<file path="config.mk">
export PLATFORM = sky130hd
export DESIGN_NAME = bitand_unit
export DESIGN_NICKNAME = d
export VERILOG_FILES = /design/src/rtl/bitand_pkg.sv /design/src/rtl/bitand_rf.sv /design/src/rtl/bitand_alu.sv /design/src/rtl/bitand_seq.sv /design/src/rtl/bitand_unit.sv
export SDC_FILE = /design/constraint.sdc
export NUM_CORES = 2
export LEC_CHECK = 0
export BUFFER_PORTS_ARGS = -buffer_cell sky130_fd_sc_hd__buf_2
export CORE_MARGIN = 2
export CORE_UTILIZATION = 45
export CTS_CLUSTER_DIAMETER = 150
export DETAILED_ROUTE_END_ITERATION = 16
export PLACE_DENSITY_LB_ADDON = 0.2
export REMOVE_ABC_BUFFERS = 1
export SKIP_CTS_REPAIR_TIMING = 1
export SLEW_MARGIN = 20
export SYNTH_ARGS = -nofsm -noshare
export SYNTH_HDL_FRONTEND = slang
export SYNTH_SLANG_ARGS = --single-unit
</file>
<file path="constraint.sdc">
create_clock -name clk -period 23.8 [get_ports clk]
set_input_delay 4.76 -clock clk [delete_from_list [all_inputs] [get_ports clk]]
set_output_delay 4.76 -clock clk [all_outputs]
set_load 0.05 [all_outputs]
</file>
<file path="src/rtl/bitand_pkg.sv">
package bitand_pkg;
    localparam int unsigned DW       = 8;
    localparam logic [7:0]  OPC_BAND = 8'h67;
    localparam int unsigned FLG_C    = 7;
    localparam int unsigned FLG_Z    = 6;
    localparam int unsigned FLG_S    = 5;
    localparam int unsigned FLG_V    = 4;
    localparam int unsigned FLG_D    = 3;
    localparam int unsigned FLG_H    = 2;

    // Packed operand byte: working register, bit index, direction.
    typedef struct packed {
        logic [3:0] wsel;
        logic [2:0] bidx;
        logic       dir;
    } opsel_t;
endpackage

</file>
<file path="src/rtl/bitand_rf.sv">
// Register storage model: a working bank and a general bank, kept apart.
// Assumes the execution write and a test write never target the same
// cycle; if they do, the execution write wins. Storage is not reset.
module bitand_rf #(
    parameter int unsigned WDEPTH = 16,
    parameter int unsigned GDEPTH = 256,
    parameter int unsigned DW     = 8
) (
    input  logic                      clk,
    input  logic                      ex_we,
    input  logic                      ex_gen,
    input  logic [$clog2(GDEPTH)-1:0] ex_addr,
    input  logic [DW-1:0]             ex_wdata,
    input  logic                      t_we,
    input  logic                      t_gen,
    input  logic [$clog2(GDEPTH)-1:0] t_waddr,
    input  logic [DW-1:0]             t_wdata,
    input  logic [$clog2(WDEPTH)-1:0] w_idx,
    output logic [DW-1:0]             w_rdata,
    input  logic [$clog2(GDEPTH)-1:0] g_idx,
    output logic [DW-1:0]             g_rdata,
    input  logic                      t_rgen,
    input  logic [$clog2(GDEPTH)-1:0] t_raddr,
    output logic [DW-1:0]             t_rdata
);
    localparam int unsigned WAW = $clog2(WDEPTH);

    logic [DW-1:0] wbank [WDEPTH];
    logic [DW-1:0] gbank [GDEPTH];

    // Write port: execution result first, test preload otherwise.
    always_ff @(posedge clk) begin
        if (ex_we) begin
            if (ex_gen) gbank[ex_addr] <= ex_wdata;
            else        wbank[ex_addr[WAW-1:0]] <= ex_wdata;
        end else if (t_we) begin
            if (t_gen) gbank[t_waddr] <= t_wdata;
            else       wbank[t_waddr[WAW-1:0]] <= t_wdata;
        end
    end

    // Combinational read ports for operands and for test inspection.
    always_comb begin
        w_rdata = wbank[w_idx];
        g_rdata = gbank[g_idx];
        t_rdata = t_rgen ? gbank[t_raddr] : wbank[t_raddr[WAW-1:0]];
    end
endmodule

</file>
<file path="src/rtl/bitand_alu.sv">
// Bit operation: selects destination and source by direction, ANDs the
// indexed bit with bit 0 of the other operand, rebuilds the destination.
// Assumes purely combinational use; no state.
module bitand_alu #(
    parameter int unsigned DW = 8
) (
    input  logic                  dir,
    input  logic [$clog2(DW)-1:0] bidx,
    input  logic [DW-1:0]         wval,
    input  logic [DW-1:0]         gval,
    output logic [DW-1:0]         dst_old,
    output logic [DW-1:0]         dst_new,
    output logic                  res
);
    // Pick operands, form the result bit and insert it.
    always_comb begin
        dst_new = dir ? gval : wval;
        dst_old = dst_new;
        if (dir) begin
            res           = gval[bidx] & wval[0];
            dst_new[bidx] = res;
        end else begin
            res        = wval[0] & gval[bidx];
            dst_new[0] = res;
        end
    end
endmodule

</file>
<file path="src/rtl/bitand_seq.sv">
// Sequencer: accepts a legal strobe while idle, stays busy for CYC
// cycles, fires the write-back on the last edge, pulses done after it.
// Assumes start is a single-cycle strobe; strobes while busy are dropped.
module bitand_seq #(
    parameter int unsigned CYC = 6
) (
    input  logic clk,
    input  logic rst_n,
    input  logic start,
    input  logic legal,
    output logic accept,
    output logic fire,
    output logic busy,
    output logic done,
    output logic illegal
);
    localparam int unsigned CW = $clog2(CYC + 1);

    logic [CW-1:0] cnt;

    // Accept and completion decode.
    always_comb begin
        accept = start && !busy && legal;
        fire   = busy && (cnt == CW'(CYC - 1));
    end

    // Busy window, cycle count and the one-cycle output pulses.
    always_ff @(posedge clk) begin
        if (!rst_n) begin
            busy    <= 1'b0;
            cnt     <= '0;
            done    <= 1'b0;
            illegal <= 1'b0;
        end else begin
            done    <= fire;
            illegal <= start && !busy && !legal;
            if (accept) begin
                busy <= 1'b1;
                cnt  <= '0;
            end else if (fire) begin
                busy <= 1'b0;
            end else if (busy) begin
                cnt <= cnt + 1'b1;
            end
        end
    end

    assert_done_follows_busy_R7: assert property (@(posedge clk) disable iff (!rst_n)
        done |-> ($past(busy) && !busy));
    assert_busy_held_R8: assert property (@(posedge clk) disable iff (!rst_n)
        (busy && !fire) |=> busy);
    assert_illegal_idle_R9: assert property (@(posedge clk) disable iff (!rst_n)
        illegal |-> (!busy && !done));
    assert_count_bound_R7: assert property (@(posedge clk) disable iff (!rst_n)
        busy |-> (cnt < CW'(CYC)));
endmodule

</file>
<file path="src/rtl/bitand_unit.sv">
// Single-bit AND execution unit. Latches the instruction on an accepted
// strobe, runs the sequencer, then writes one destination bit and the
// zero/sign flags. Assumes flag_load and test writes occur only while idle.
module bitand_unit #(
    parameter int unsigned WDEPTH = 16,
    parameter int unsigned GDEPTH = 256,
    parameter int unsigned CYC    = 6
) (
    input  logic       clk,
    input  logic       rst_n,
    input  logic       start,
    input  logic [7:0] op_byte,
    input  logic [7:0] sel_byte,
    input  logic [7:0] addr_byte,
    output logic       busy,
    output logic       done,
    output logic       illegal,
    output logic [7:0] flags,
    input  logic       flag_load,
    input  logic [7:0] flag_wdata,
    input  logic       tw_we,
    input  logic       tw_gen,
    input  logic [7:0] tw_addr,
    input  logic [7:0] tw_wdata,
    input  logic       tr_gen,
    input  logic [7:0] tr_addr,
    output logic [7:0] tr_rdata
);
    import bitand_pkg::*;

    localparam int unsigned GAW = $clog2(GDEPTH);
    localparam int unsigned WAW = $clog2(WDEPTH);
    localparam int unsigned BW  = $clog2(DW);

    opsel_t        ins_sel;
    logic [7:0]    ins_addr;
    logic          legal, accept, fire, res;
    logic [DW-1:0] wval, gval, dst_old, dst_new;
    logic [GAW-1:0] ex_addr;

    // Opcode decode for the single supported instruction.
    always_comb legal = (op_byte == OPC_BAND);

    // Instruction latch, loaded on an accepted strobe only.
    always_ff @(posedge clk) begin
        if (!rst_n) begin
            ins_sel  <= '0;
            ins_addr <= '0;
        end else if (accept) begin
            ins_sel  <= opsel_t'(sel_byte);
            ins_addr <= addr_byte;
        end
    end

    bitand_seq #(.CYC(CYC)) u_seq (
        .clk(clk), .rst_n(rst_n), .start(start), .legal(legal),
        .accept(accept), .fire(fire), .busy(busy), .done(done),
        .illegal(illegal)
    );

    // Destination address: general register or zero-extended working index.
    always_comb ex_addr = ins_sel.dir ? GAW'(ins_addr) : GAW'(ins_sel.wsel);

    bitand_rf #(.WDEPTH(WDEPTH), .GDEPTH(GDEPTH), .DW(DW)) u_rf (
        .clk(clk),
        .ex_we(fire), .ex_gen(ins_sel.dir), .ex_addr(ex_addr), .ex_wdata(dst_new),
        .t_we(tw_we), .t_gen(tw_gen), .t_waddr(GAW'(tw_addr)), .t_wdata(tw_wdata),
        .w_idx(WAW'(ins_sel.wsel)), .w_rdata(wval),
        .g_idx(GAW'(ins_addr)), .g_rdata(gval),
        .t_rgen(tr_gen), .t_raddr(GAW'(tr_addr)), .t_rdata(tr_rdata)
    );

    bitand_alu #(.DW(DW)) u_alu (
        .dir(ins_sel.dir), .bidx(BW'(ins_sel.bidx)), .wval(wval), .gval(gval),
        .dst_old(dst_old), .dst_new(dst_new), .res(res)
    );

    // Flag register: execution update, else test preload.
    always_ff @(posedge clk) begin
        if (!rst_n) begin
            flags <= '0;
        end else if (fire) begin
            flags[FLG_Z] <= ~res;
            flags[FLG_S] <= 1'b0;
        end else if (flag_load) begin
            flags <= flag_wdata;
        end
    end

    assert_single_bit_R4: assert property (@(posedge clk) disable iff (!rst_n)
        fire |-> ($countones(dst_new ^ dst_old) <= 1));
    assert_sign_clear_R5: assert property (@(posedge clk) disable iff (!rst_n)
        done |-> !flags[FLG_S]);
    assert_keep_flags_R6: assert property (@(posedge clk) disable iff (!rst_n)
        (done && !$past(flag_load)) |->
        ({flags[FLG_C], flags[FLG_V], flags[FLG_D], flags[FLG_H], flags[1:0]} ==
         $past({flags[FLG_C], flags[FLG_V], flags[FLG_D], flags[FLG_H], flags[1:0]})));
    assert_no_write_idle_R9: assert property (@(posedge clk) disable iff (!rst_n)
        illegal |-> $stable(flags));
endmodule

</file>
==> flow_summary.json <==
{
  "status": "complete, no violations",
  "place_ws_ns": 8.57,
  "clock_skew_ns": 0.0476,
  "final_cells": 8580,
  "yosysUniqueCellTypes": 79,
  "worst_slew_pin_slew_ns": 1.42,
  "core_area_mm2": 0.230,
  "dominantRegCellSynth": "edfxtp_1",
  "drc_errors": 0,
  "worstRegToRegCells": 17,
  "worstPathRequired_ns": 19.04,
  "crit_path_start": "tr_addr[0]",
  "fin_hold_ws_ns": 0.470,
  "ios": 82,
  "antenna_found_initial": 22,
  "tritoncts": "done",
  "die_y_um": 485,
  "drtAntennaViolNets": 0,
  "insertion_delay_ns": 0.89,
  "rrSetupSlack_ns": 14.80,
  "ys_warn_count": 0,
  "period_share": 0.636,
  "cts_max_level": 4,
  "timing.rr.end": "u_rf.gbank[210][7]$_DFFE_PP_",
  "min_path_cells": 2,
  "synth_top_cell_area_share": 0.628,
  "p_per_area_mw_per_mm2": 71.9,
  "syn_area_mm2": 0.104,
  "fin_setup_tns_ns": 0,
  "dp_hpwl_um": 226000,
  "overflow": 0,
  "finalCriticalPeriod_ns": 15.13,
  "slew_viol_final": 0,
  "die_w_um": 485,
  "drive_gt1_frac": 0.350,
  "final_area_mm2": 0.116,
  "cts_sinks": 2218,
  "critical_path_class": "input port to primary output",
  "via_count": 60134,
  "dr.pass1.iters": 8,
  "synth_edf_count": 2176,
  "crit_path_end_kind": "primary output",
  "power.total_mw": 8.32,
  "wire_per_inst_um": 41.2,
  "initial_core_util": 0.453,
  "yosys-top-cells-area": "edfxtp_1 (63%), mux4_2 (25%), mux2i_1 (2.5%)",
  "ys_ff_latch": 2218,
  "port_buffers": 81,
  "clk_pin_slew_worst_paths_ns": 0.06,
  "grtUsageTotal": 0.298,
  "max_cap_viol_count": 0,
  "grt_max_degree": 225,
  "arrival_ns": 10.37,
  "drt-initial-drc-count": 8964,
  "area_growth_pct": 11.2,
  "final_nets": 5414,
  "layout_setup_ws_ns": 8.67,
  "grt_pass1_vias": 59291,
  "clock_tree.root_cell": "clkbuf_16",
  "min_path_type": "register to register",
  "max_freq_mhz": 66.1,
  "grt_pass1_wl_um": 484000,
  "seq_area_frac_synth": 0.636,
  "leakage_nw": 34.5,
  "async_flop_share": 0,
  "cts_buffer_depth": 3,
  "rsz0062_at_grt": "false",
  "yosysTopAreaCell": "edfxtp_1",
  "netlist_top_cells_count": "edfxtp_1 (2176), mux4_2 (1156), nor2_1 (328)",
  "final_core_util": 0.503,
  "dieArea_mm2": 0.235,
  "hold_viol_final": 0,
  "num_rows": 176,
  "synth_most_common_cell": "edfxtp_1",
  "gp_congestion": 0.938,
  "routed_via_density": 7.01,
  "netlist_instances": 5230,
  "endpoint": "tr_rdata[1]",
  "n_fill_cell": 18330,
  "drt_wl_total_um": 354000,
  "relSlewSlack": 0.0421,
  "syn_area_per_cell_um2": 19.9,
  "dpl.cell_count": 8140,
  "cp_max_fo": 58,
  "finalSetupViolCount": 0,
  "numCtsBuffers": 231,
  "startpoint_type": "input port",
  "worst_ir_drop_vdd_uv": 60.9,
  "placed_area_mm2": 0.108
}
## area by class of cell
| class | instances | area, um^2 | share of cell area |
|---|---|---|---|
| Clock buffer | 288 | 6040 | 0.0522 |
| Timing Repair Buffer | 301 | 2320 | 0.0200 |
| Antenna cell | 14 | 35.0 | 0.000303 |
| Clock inverter | 136 | 1310 | 0.0113 |
| Sequential cell | 2218 | 66200 | 0.572 |
| Inverter | 13 | 50.0 | 0.000432 |
| Multi-Input combinational cell | 2584 | 36000 | 0.311 |
| Tap cell | 3026 | 3790 | 0.0327 |
## metal layers
metal  up-vias  global-route usage  wire length (um)
met5         -                   0               110
met4        16               0.144             19700
met3       786              0.0797             41800
met2      4142               0.455            162000
met1     32273               0.401            130000
li1      22917                   -                 -
## worst max-delay path, stage by stage
cell	delay, ns
buf_8	0.46
buf_4	0.70
buf_4	0.68
buf_4	0.75
mux4_2	0.63
mux4_2	0.53
mux4_2	0.52
mux4_2	0.53
mux2_2	0.34
buf_2	0.22
## report_power, final
part / total (mW) / internal [mW] / switching (mW)
clock network: 3.57 / 2.01 / 1.56
registers: 4.30 / 4.30 / 0.00193
logic: 0.446 / 0.162 / 0.284
## logic make-up (layout without fill, tap and decap cells)
| kind of cell | count (synthesis) | after routing | share of synthesized area |
|---|---|---|---|
| buffers and inverters | 428 | 738 | 0.0219 |
| other | 0 | 14 | 0 |
| xor gates and xnor gates | 2 | 2 | 0.000168 |
| and+or+nand+nor | 663 | 663 | 0.0288 |
| muxes | 1461 | 1461 | 0.281 |
| adders and majority gates | 2 | 2 | 0.000240 |
| AOI/OAI and AO/OA | 456 | 456 | 0.0316 |
| DFF | 2218 | 2218 | 0.636 |
## worst min-delay path by stage
| stage | from | end |
|---|---|---|
| final | flags[1]$_SDFFE_PN0P_ | flags[1]$_SDFFE_PN0P_ |
| after global routing | flags[4]$_SDFFE_PN0P_ | flags[4]$_SDFFE_PN0P_ |
| after CTS | flags[2]$_SDFFE_PN0P_ | flags[2]$_SDFFE_PN0P_ |
| after detailed placement | flags[2]$_SDFFE_PN0P_ | flags[2]$_SDFFE_PN0P_ |
| after global placement | flags[3]$_SDFFE_PN0P_ | flags[3]$_SDFFE_PN0P_ |
| after floorplan | u_seq.cnt[1]$_SDFFE_PP0P_ | u_seq.cnt[1]$_SDFFE_PP0P_ |
## registers in the layout, indices dropped and copies added, names as in the netlist, named ones only
register,count
flags,8
ins_addr,8
ins_sel,8
u_rf.gbank,2048
u_rf.wbank,128
u_seq.busy,1
u_seq.cnt,3
u_seq.done,1
u_seq.illegal,1
## layout by cell type, fill, tap and decap left out, types with 55 or more instances in the layout
master / n
a21oi_1: 74
a22oi_1: 154
buf_2: 77
buf_4: 202
clkbuf_1: 55
clkbuf_16: 233
edfxtp_1: 2176
mux2i_1: 254
mux4_2: 1156
nand2_1: 119
nor2_1: 272
Note: power is estimated with default switching activity, not from simulation.
